File: src/rtl/aluPkg.sv
package aluPkg;
  localparam int DATA_W = 8;
  localparam int NIB_W  = DATA_W / 2;
  localparam int OP_W   = 4;

  // condition byte bit positions
  localparam int B_CARRY = 0;
  localparam int B_SUBTR = 1;
  localparam int B_PV    = 2;
  localparam int B_COPY3 = 3;
  localparam int B_HALF  = 4;
  localparam int B_COPY5 = 5;
  localparam int B_ZERO  = 6;
  localparam int B_SIGN  = 7;

  typedef enum logic [OP_W-1:0] {
    OP_ADD = 4'd0, OP_ADC = 4'd1, OP_SUB = 4'd2, OP_SBC = 4'd3,
    OP_CMP = 4'd4, OP_AND = 4'd5, OP_OR  = 4'd6, OP_XOR = 4'd7,
    OP_INC = 4'd8, OP_DEC = 4'd9, OP_NEG = 4'd10
  } aluOp_e;

  typedef enum logic [1:0] { LG_AND = 2'd0, LG_OR = 2'd1, LG_XOR = 2'd2 } logicSel_e;

  typedef struct packed {
    logic      doSub;      // subtract rather than add
    logic      useCarry;   // fold incoming carry into arithmetic
    logic      useOne;     // second term is constant one
    logic      negate;     // first term zero, second term accumulator
    logic      isLogic;    // bitwise path
    logicSel_e logicSel;
    logic      keepCarry;  // carry passes through
    logic      copyFromOp; // bits 5/3 from operand, no writeback
    logic      writeEn;
    logic      passThru;   // unused code
  } aluCtrl_t;
endpackage

File: src/rtl/aluControl.sv
module aluControl
  import aluPkg::*;
(
  input  logic [OP_W-1:0] opCode,
  output aluCtrl_t        ctrl
);
  always_comb begin
    ctrl = '0;
    ctrl.logicSel = LG_AND;
    unique case (opCode)
      OP_ADD: ctrl.writeEn = 1'b1;
      OP_ADC: begin ctrl.useCarry = 1'b1; ctrl.writeEn = 1'b1; end
      OP_SUB: begin ctrl.doSub = 1'b1; ctrl.writeEn = 1'b1; end
      OP_SBC: begin ctrl.doSub = 1'b1; ctrl.useCarry = 1'b1; ctrl.writeEn = 1'b1; end
      OP_CMP: begin ctrl.doSub = 1'b1; ctrl.copyFromOp = 1'b1; end
      OP_AND: begin ctrl.isLogic = 1'b1; ctrl.logicSel = LG_AND; ctrl.writeEn = 1'b1; end
      OP_OR:  begin ctrl.isLogic = 1'b1; ctrl.logicSel = LG_OR;  ctrl.writeEn = 1'b1; end
      OP_XOR: begin ctrl.isLogic = 1'b1; ctrl.logicSel = LG_XOR; ctrl.writeEn = 1'b1; end
      OP_INC: begin ctrl.useOne = 1'b1; ctrl.keepCarry = 1'b1; ctrl.writeEn = 1'b1; end
      OP_DEC: begin
        ctrl.useOne = 1'b1; ctrl.keepCarry = 1'b1; ctrl.doSub = 1'b1; ctrl.writeEn = 1'b1;
      end
      OP_NEG: begin ctrl.negate = 1'b1; ctrl.doSub = 1'b1; ctrl.writeEn = 1'b1; end
      default: ctrl.passThru = 1'b1;
    endcase
  end
endmodule

File: src/rtl/aluDatapath.sv
module aluDatapath
  import aluPkg::*;
(
  input  aluCtrl_t          ctrl,
  input  logic [DATA_W-1:0] accIn,
  input  logic [DATA_W-1:0] operandIn,
  input  logic [DATA_W-1:0] condIn,
  output logic [DATA_W-1:0] result,
  output logic [DATA_W-1:0] cond,
  output logic              writeEn
);
  localparam int TOP = DATA_W - 1;

  logic [DATA_W-1:0] termX, termY, logicRes, mainRes, finalRes;
  logic [DATA_W:0]   wide;
  logic [NIB_W:0]    nib;
  logic              carryIn, halfFlag, ovfFlag, carryFlag;

  assign termX   = ctrl.negate ? '0 : accIn;
  assign termY   = ctrl.negate ? accIn : (ctrl.useOne ? DATA_W'(1) : operandIn);
  assign carryIn = ctrl.useCarry & condIn[B_CARRY];

  always_comb begin
    if (ctrl.doSub) begin
      wide = {1'b0, termX} - {1'b0, termY} - {{DATA_W{1'b0}}, carryIn};
      nib  = {1'b0, termX[NIB_W-1:0]} - {1'b0, termY[NIB_W-1:0]} - {{NIB_W{1'b0}}, carryIn};
    end else begin
      wide = {1'b0, termX} + {1'b0, termY} + {{DATA_W{1'b0}}, carryIn};
      nib  = {1'b0, termX[NIB_W-1:0]} + {1'b0, termY[NIB_W-1:0]} + {{NIB_W{1'b0}}, carryIn};
    end
  end

  always_comb begin
    unique case (ctrl.logicSel)
      LG_OR:   logicRes = accIn | operandIn;
      LG_XOR:  logicRes = accIn ^ operandIn;
      default: logicRes = accIn & operandIn;
    endcase
  end

  // signed overflow: operands agree (add) or differ (sub), result sign flips
  assign ovfFlag = (ctrl.doSub ? (termX[TOP] ^ termY[TOP]) : ~(termX[TOP] ^ termY[TOP]))
                   & (wide[TOP] ^ termX[TOP]);

  assign mainRes   = ctrl.isLogic ? logicRes : wide[DATA_W-1:0];
  assign halfFlag  = ctrl.isLogic ? (ctrl.logicSel == LG_AND) : nib[NIB_W];
  assign carryFlag = ctrl.isLogic ? 1'b0 : (ctrl.keepCarry ? condIn[B_CARRY] : wide[DATA_W]);

  always_comb begin
    if (ctrl.passThru) begin
      finalRes = accIn;
      cond     = condIn;
    end else begin
      finalRes        = (ctrl.copyFromOp) ? accIn : mainRes;
      cond[B_SIGN]    = mainRes[TOP];
      cond[B_ZERO]    = (mainRes == '0);
      cond[B_COPY5]   = ctrl.copyFromOp ? operandIn[B_COPY5] : mainRes[B_COPY5];
      cond[B_COPY3]   = ctrl.copyFromOp ? operandIn[B_COPY3] : mainRes[B_COPY3];
      cond[B_HALF]    = halfFlag;
      cond[B_PV]      = ctrl.isLogic ? ~(^mainRes) : ovfFlag;
      cond[B_SUBTR]   = ctrl.doSub;
      cond[B_CARRY]   = carryFlag;
    end
  end

  assign result  = finalRes;
  assign writeEn = ctrl.writeEn;
endmodule

File: src/rtl/byteAluFlags.sv
module byteAluFlags
  import aluPkg::*;
(
  input  logic              clk,
  input  logic              rstN,
  input  logic              opStrobe,
  input  logic [OP_W-1:0]   opCode,
  input  logic [DATA_W-1:0] accIn,
  input  logic [DATA_W-1:0] operandIn,
  input  logic [DATA_W-1:0] condIn,
  output logic [DATA_W-1:0] resultOut,
  output logic [DATA_W-1:0] condOut,
  output logic              writeEnOut
);
  aluCtrl_t          ctrl;
  logic [DATA_W-1:0] nextRes, nextCond;
  logic              nextWe;

  aluControl u_ctrl (.opCode(opCode), .ctrl(ctrl));

  aluDatapath u_dp (
    .ctrl(ctrl), .accIn(accIn), .operandIn(operandIn), .condIn(condIn),
    .result(nextRes), .cond(nextCond), .writeEn(nextWe)
  );

  always_ff @(posedge clk or negedge rstN) begin
    if (!rstN) begin
      resultOut  <= '0;
      condOut    <= '0;
      writeEnOut <= 1'b0;
    end else if (opStrobe) begin
      resultOut  <= nextRes;
      condOut    <= nextCond;
      writeEnOut <= nextWe;
    end
  end
endmodule

File: config.mk
export PLATFORM = sky130hd
export DESIGN_NAME = byteAluFlags
export DESIGN_NICKNAME = d
export VERILOG_FILES = /design/src/rtl/aluPkg.sv /design/src/rtl/aluControl.sv /design/src/rtl/aluDatapath.sv /design/src/rtl/byteAluFlags.sv
export SDC_FILE = /design/constraint.sdc
export NUM_CORES = 1
export LEC_CHECK = 0
export BUFFER_PORTS_ARGS = -buffer_cell sky130_fd_sc_hd__buf_2
export CAP_MARGIN = 20
export CORE_MARGIN = 5
export CORE_UTILIZATION = 30
export DETAILED_ROUTE_END_ITERATION = 10
export MAX_ROUTING_LAYER = met4
export SYNTH_ARGS = -nofsm -noshare
export SYNTH_HDL_FRONTEND = slang
export SYNTH_SLANG_ARGS = --single-unit
File: constraint.sdc
create_clock -name clk -period 0.95 [get_ports clk]
set_input_delay 0.095 -clock clk [delete_from_list [all_inputs] [get_ports clk]]
set_output_delay 0.095 -clock clk [all_outputs]
set_load 0.1 [all_outputs]
* Word-level counts from Yosys, hierarchy flattened
Index checks and enable logic that the tools add are counted.
** Operators by class
- Add/subtract/negate cells :: 8
- Equal/unequal tests :: 12
- Muxes and demuxes :: 24
- Bitwise logic cells :: 9
- Reduce and logical (&&, ||, !) cells :: 9
** Operators by type and width (number)
- $mux W8 :: 7
- $eq A4 B3 Y1 const B :: 4
- $pmux W8 S2 :: 1
- $mux W1 :: 13
- $eq A4 B4 Y1 const B :: 3
- $reduce_or A11 Y1 :: 1
- $reduce_or A10 Y1 :: 1
- $add A8 B8 Y9 :: 1
- $add A9 B1 Y9 :: 1
- $mux W9 :: 1
- $pmux W3 S3 :: 1
- $sub A8 B8 Y9 :: 1
- $sub A9 B1 Y9 :: 1
- $and A8 B8 Y8 :: 1
- $eq A4 B2 Y1 const B :: 2
- $logic_not A8 Y1 :: 1
- $or A8 B8 Y8 :: 1
- $reduce_xor A8 Y1 :: 1
- $xor A8 B8 Y8 :: 1
- $add A4 B4 Y5 :: 1
- $add A5 B1 Y5 :: 1
- $mux W5 :: 1
- $reduce_or A5 Y1 :: 1
- $sub A4 B4 Y5 :: 1
- other kinds (10) :: 14
** Storage, ports and cells
- Register bits after elaboration :: 17

* Depth between registers and ports, before layout
- Depth in word-level cells :: 13
- Mapped depth :: 19

* Modules after synthesis
From an unflattened synthesis, not the netlist that was laid out.
** Unflattened totals
- Cells, all modules :: 335
- Area, all modules :: 2791.4 um2
** Modules (own cells, without submodules)
- aluDatapath :: times used 1, cells an instance 277, area each 1960.6 um2, sequential area each 0.0 um2
- byteAluFlags :: times used 1, cells an instance 36, area each 685.7 um2, sequential area each 425.4 um2
- aluControl :: times used 1, cells an instance 22, area each 145.1 um2, sequential area each 0.0 um2

* Least setup slack after synthesis
No wires, ideal clock.
- Path type :: input to register
- Start :: in opCode[3]
- End :: reg condOut[2]
- Setup time :: 87 ps
- Data arrival time :: 3766 ps
- Required time :: 863 ps
- Slack :: -2903 ps
- Cell stages on the path :: 19
- Cells stage by stage :: buf_2 nor2b_1 and2_1 clkbuf_1 o22ai_1 inv_1 fa_1 fa_1 a21o_1 a21oi_1 o21ai_0 xnor2_1 a211oi_1 nor2_1 ha_1 xnor2_1 xnor2_1 o221ai_1 a22oi_1
** Between the ends
- Longest elaborated chain between the ends :: 13
- Elaborated cells on any way between the ends :: 42
- Those cells by class :: 4 x add/sub; 12 x eq/ne; 14 x mux; 6 x bitwise; 6 x reduce/logical
** RTL lines
- start, declared :: RTL line byteAluFlags.sv:7 : input logic [OP_W-1:0] opCode,
- $eq A4 B4 Y1 :: RTL line aluControl.sv:10 : unique case (opCode)
- $reduce_or A2 Y1 (no source line)
- $mux W1 :: RTL line aluControl.sv:10
- $mux W8 (2 in series) :: RTL line aluDatapath.sv:20 : assign termY = ctrl.negate ? accIn : (ctrl.useOne ? DATA_W'(1) : operandIn);
- $add A8 B8 Y9 or $sub A8 B8 Y9 (tied branches) :: RTL line aluDatapath.sv:28, aluDatapath.sv:25
- $add A9 B1 Y9 or $sub A9 B1 Y9 (tied branches) :: RTL line aluDatapath.sv:28, aluDatapath.sv:25
- $mux W9 :: RTL line aluDatapath.sv:24 : if (ctrl.doSub) begin
- $mux W8 :: RTL line aluDatapath.sv:45 : assign mainRes = ctrl.isLogic ? logicRes : wide[DATA_W-1:0];
- $reduce_xor A8 Y1 :: RTL line aluDatapath.sv:60 : cond[B_PV] = ctrl.isLogic ? ~(^mainRes) : ovfFlag;
- $not A1 Y1 :: RTL line aluDatapath.sv:60
- $mux W1 :: RTL line aluDatapath.sv:60
- $mux W8 (*) :: RTL line aluDatapath.sv:50 : if (ctrl.passThru) begin
- end signal, assigned :: RTL line byteAluFlags.sv:33 : condOut <= nextCond;
- end, declared :: RTL line byteAluFlags.sv:12 : output logic [DATA_W-1:0] condOut,
Mark *: on every way between the ends. The rest lies on a longest branch, timed or not.
A chain may end at the register's enable or synchronous reset.

* Final worst setup path
- Start :: in opCode[2]
- End :: reg condOut[2]
The elaborated chain is that of the path after synthesis.

==> flow_metrics.py <==
metrics = {
    "sta": {
        "setup_ws_ns": -2.19,
        "clock.fmax_mhz": 319,
        "fin_skew_ns": 0,
        "finalCriticalPeriod_ns": 3.14,
        "rsz0062_at_grt": "yes",
        "finalCritPeriodShare_pct": 330,
        "timing.hold.ws_ns": 0.126,
        "tightest_slew_ns": 0.625,
        "slew_violations": 0,
        "fin_tns_setup_ns": -23.73,
        "slew_headroom_pct": 58.3,
        "hold_viol": 0,
        "setup_viol": 21,
    },
    "clock_tree": {
        "cts_tree": "yes",
        "clk_pin_slew_ns": 0.07,
        "cts_sinks": 17,
        "cts_max_path_buffers": 2,
        "htree_levels": 1,
        "clk_latency_ns": 0.25,
        "numCtsBuffers": 3,
        "root_buffer": "clkbuf_8",
    },
    "worst_setup_path": {
        "r2r-start": "condOut[0]",
        "worstPathMaxFanout": 3,
        "crit_family": "adder cells",
        "cp.required_ns": 1.12,
        "critPathMaxStageDelay_ns": 0.41,
        "cp.depth": 16,
        "path_cells": "buf_8 > and4bb_4 > nor2_4 > fa_2 > fa_2 > nand2b_4 > a21oi_4 > buf_4 > xor2_2 > o21ai_0 > o22ai_1 > ha_1 > xnor2_1 > xnor2_1 > o221ai_1 > a22oi_1",
        "crit_slowest_cell": "fa_2",
        "cp.arrival_ns": 3.30,
        "endpoint_kind": "flop",
        "reg2reg_depth": 4,
        "r2r-end": "condOut[0]",
        "cp-startpoint": "opCode[2]",
        "ff2ff_setup_slack_ns": -0.17,
        "cp-start-kind": "primary input",
        "worst-path-buf-inv": 2,
        "endpoint": "condOut[2]",
        "worstSetupPathType": "primary input to flop",
    },
    "global_route": {
        "grtUsageTotal_pct": 18.3,
        "grt_max_degree": 18,
        "grt.overflow.total": 0,
        "grt_pass1_wl_um": 16500,
        "antenna_found_initial": 0,
        "grt_pass1_vias": 3443,
    },
    "routing": {
        "vias": 3258,
        "post-route-drc-count": 0,
        "ant_nets": 0,
        "wl_per_cell_um": 16.2,
        "viasPerCell": 5.04,
        "drt_first_pass_iters": 5,
        "drt_iter0_drc": 128,
        "drt-total-wl_um": 10400,
    },
    "synthesis": {
        "synthCells": 348,
        "yosys-top-cells-count": "inv_1 (48), ha_1 (42), nor2_1 (33)",
        "synth_flop_cell": "dfrtp_1",
        "ys_types": 59,
        "seq_area_frac_synth_pct": 15.6,
        "synth_nets": 425,
        "synth-edff-count": 0,
        "netlist_area_sq_mm": 0.00273,
        "ys_warn_count": 0,
        "synth.area.top_cells": "ha_1 (19%), dfrtp_1 (16%), inv_1 (6.6%)",
        "synth.largest_area_cell": "ha_1",
        "avgSynthCellArea_sq_um": 7.84,
        "yosysTopAreaCellShare_pct": 19.3,
        "synth.most_common_cell": "inv_1",
        "async_reset_ff_share_pct": 100,
        "synth.ff_latch_count": 17,
    },
    "placement": {
        "port_buffers": 47,
        "gp_congestion": 0.911,
        "hpwl_um": 7750,
        "place_inst": 612,
        "post-place-ws_ns": -2.60,
        "placed_cell_area_sq_mm": 0.00438,
    },
    "finish": {
        "insertedDiodeCount": 0,
        "area_delta_synth_final_pct": 97.0,
        "num-nets-final": 616,
        "final_layout_size_suffix_gt1_share_pct": 62.3,
        "design_area_sq_mm": 0.00538,
        "fin_cells": 646,
        "final_core_util_pct": 61.1,
    },
    "die": {
        "dieHeight_um": 105,
        "die_w_um": 105,
        "design.die.area_sq_mm": 0.0111,
        "fp-row-count": 34,
        "ios": 48,
        "initial_utilization_pct": 31.0,
        "coreArea_sq_mm": 0.00881,
    },
    "outcome": {
        "violations": "negative setup slack",
        "outcome": "complete, but fails checks",
    },
    "worst_hold_path": {
        "min_path_type": "primary input to flop",
        "min_path_cells": 3,
    },
    "power_and_ir_drop": {
        "total_power_mw": 7.25,
        "p_leak_nw": 2.54,
        "power_density_mw_per_mm2": 1350,
        "ir_worst_vdd_uv": 894,
    },
    "job": {
        "cap_violations": 0,
    },
}
-- sequential cells by signal (all words and copies together) (netlist names) --
register,count
writeEnOut,1
resultOut,8
condOut,8
-- cell usage in the layout, fill, tap and decap left out, types with 9 or more instances in the layout --
cell type  synthesis  layout
buf_4              1     124
inv_1             48      38
nor2_1            33      26
buf_2              4      26
ha_1              42      25
nand2_1           28      23
buf_12             0      23
buf_6              2      22
a21oi_1           28      18
dfrtp_2            0      16
ha_4               0      15
o21ai_2            2       9
xnor2_1           12       9
inv_2              2       9
-- timing repair --
action,in CTS,in global routing
gates cloned,0,0
endpoints found under the setup margin,25,33
buffers inserted,19,20
hold buffers,1,0
resized for setup,97,49
endpoints found under the hold margin,17,0
pin swaps,45,60
-- worst min path at each step --
| stage | slack, ns | from | to |
|---|---|---|---|
| 2_1_floorplan | -0.20 | rstN | condOut[0] |
| 3_3_place_gp | 0.04 | rstN | condOut[3] |
| 3_5_place_dp | 0.05 | rstN | resultOut[3] |
| 4_1_cts | 0.11 | condIn[1] | condOut[1] |
| 5_1_grt | 0.13 | condIn[1] | condOut[1] |
| 6_report | 0.13 | condIn[1] | condOut[1] |
-- logic make-up (layout without fill, tap and decap cells) --
logic type / Yosys count / after routing / share of synthesized area, %
AOI/OAI and AO/OA: 98 / 98 / 25.0
and+or+nand+nor: 96 / 96 / 17.8
buffers and inverters: 64 / 254 / 9.67
adders and majority gates: 46 / 46 / 22.2
DFF: 17 / 17 / 15.6
xor gates and xnor gates: 16 / 16 / 5.14
muxes: 11 / 11 / 4.63
-- per-layer routing --
metal,track usage (%),wire (um),vias to the layer above
li1,-,-,1597
met1,21.1,4310,1557
met2,34.2,5620,90
met3,1.59,409,14
met4,4.03,97,0
met5,-,0,-
-- power breakdown --
group / leakage (nW) / switching [mW] / internal, mW
Sequential: 0.183 / 0.164 / 0.893
Combinational: 2.33 / 2.91 / 2.74
Clock: 0.0255 / 0.252 / 0.291
-- worst min-delay path, cell delays in order --
cell and delay, ns:
buf_2 0.10, a21oi_4 0.05, a21oi_2 0.09
-- area by class of cell --
class	count	area, sq um
clock buffers	3	41.3
clock inverters	1	5.00
fillers	684	3430
inverters	50	195
multi-input cells	267	2720
flip-flops and latches	17	445
well taps	108	135
repair buffers	200	1840
No activity file was read; power rests on OpenSTA's default activity.
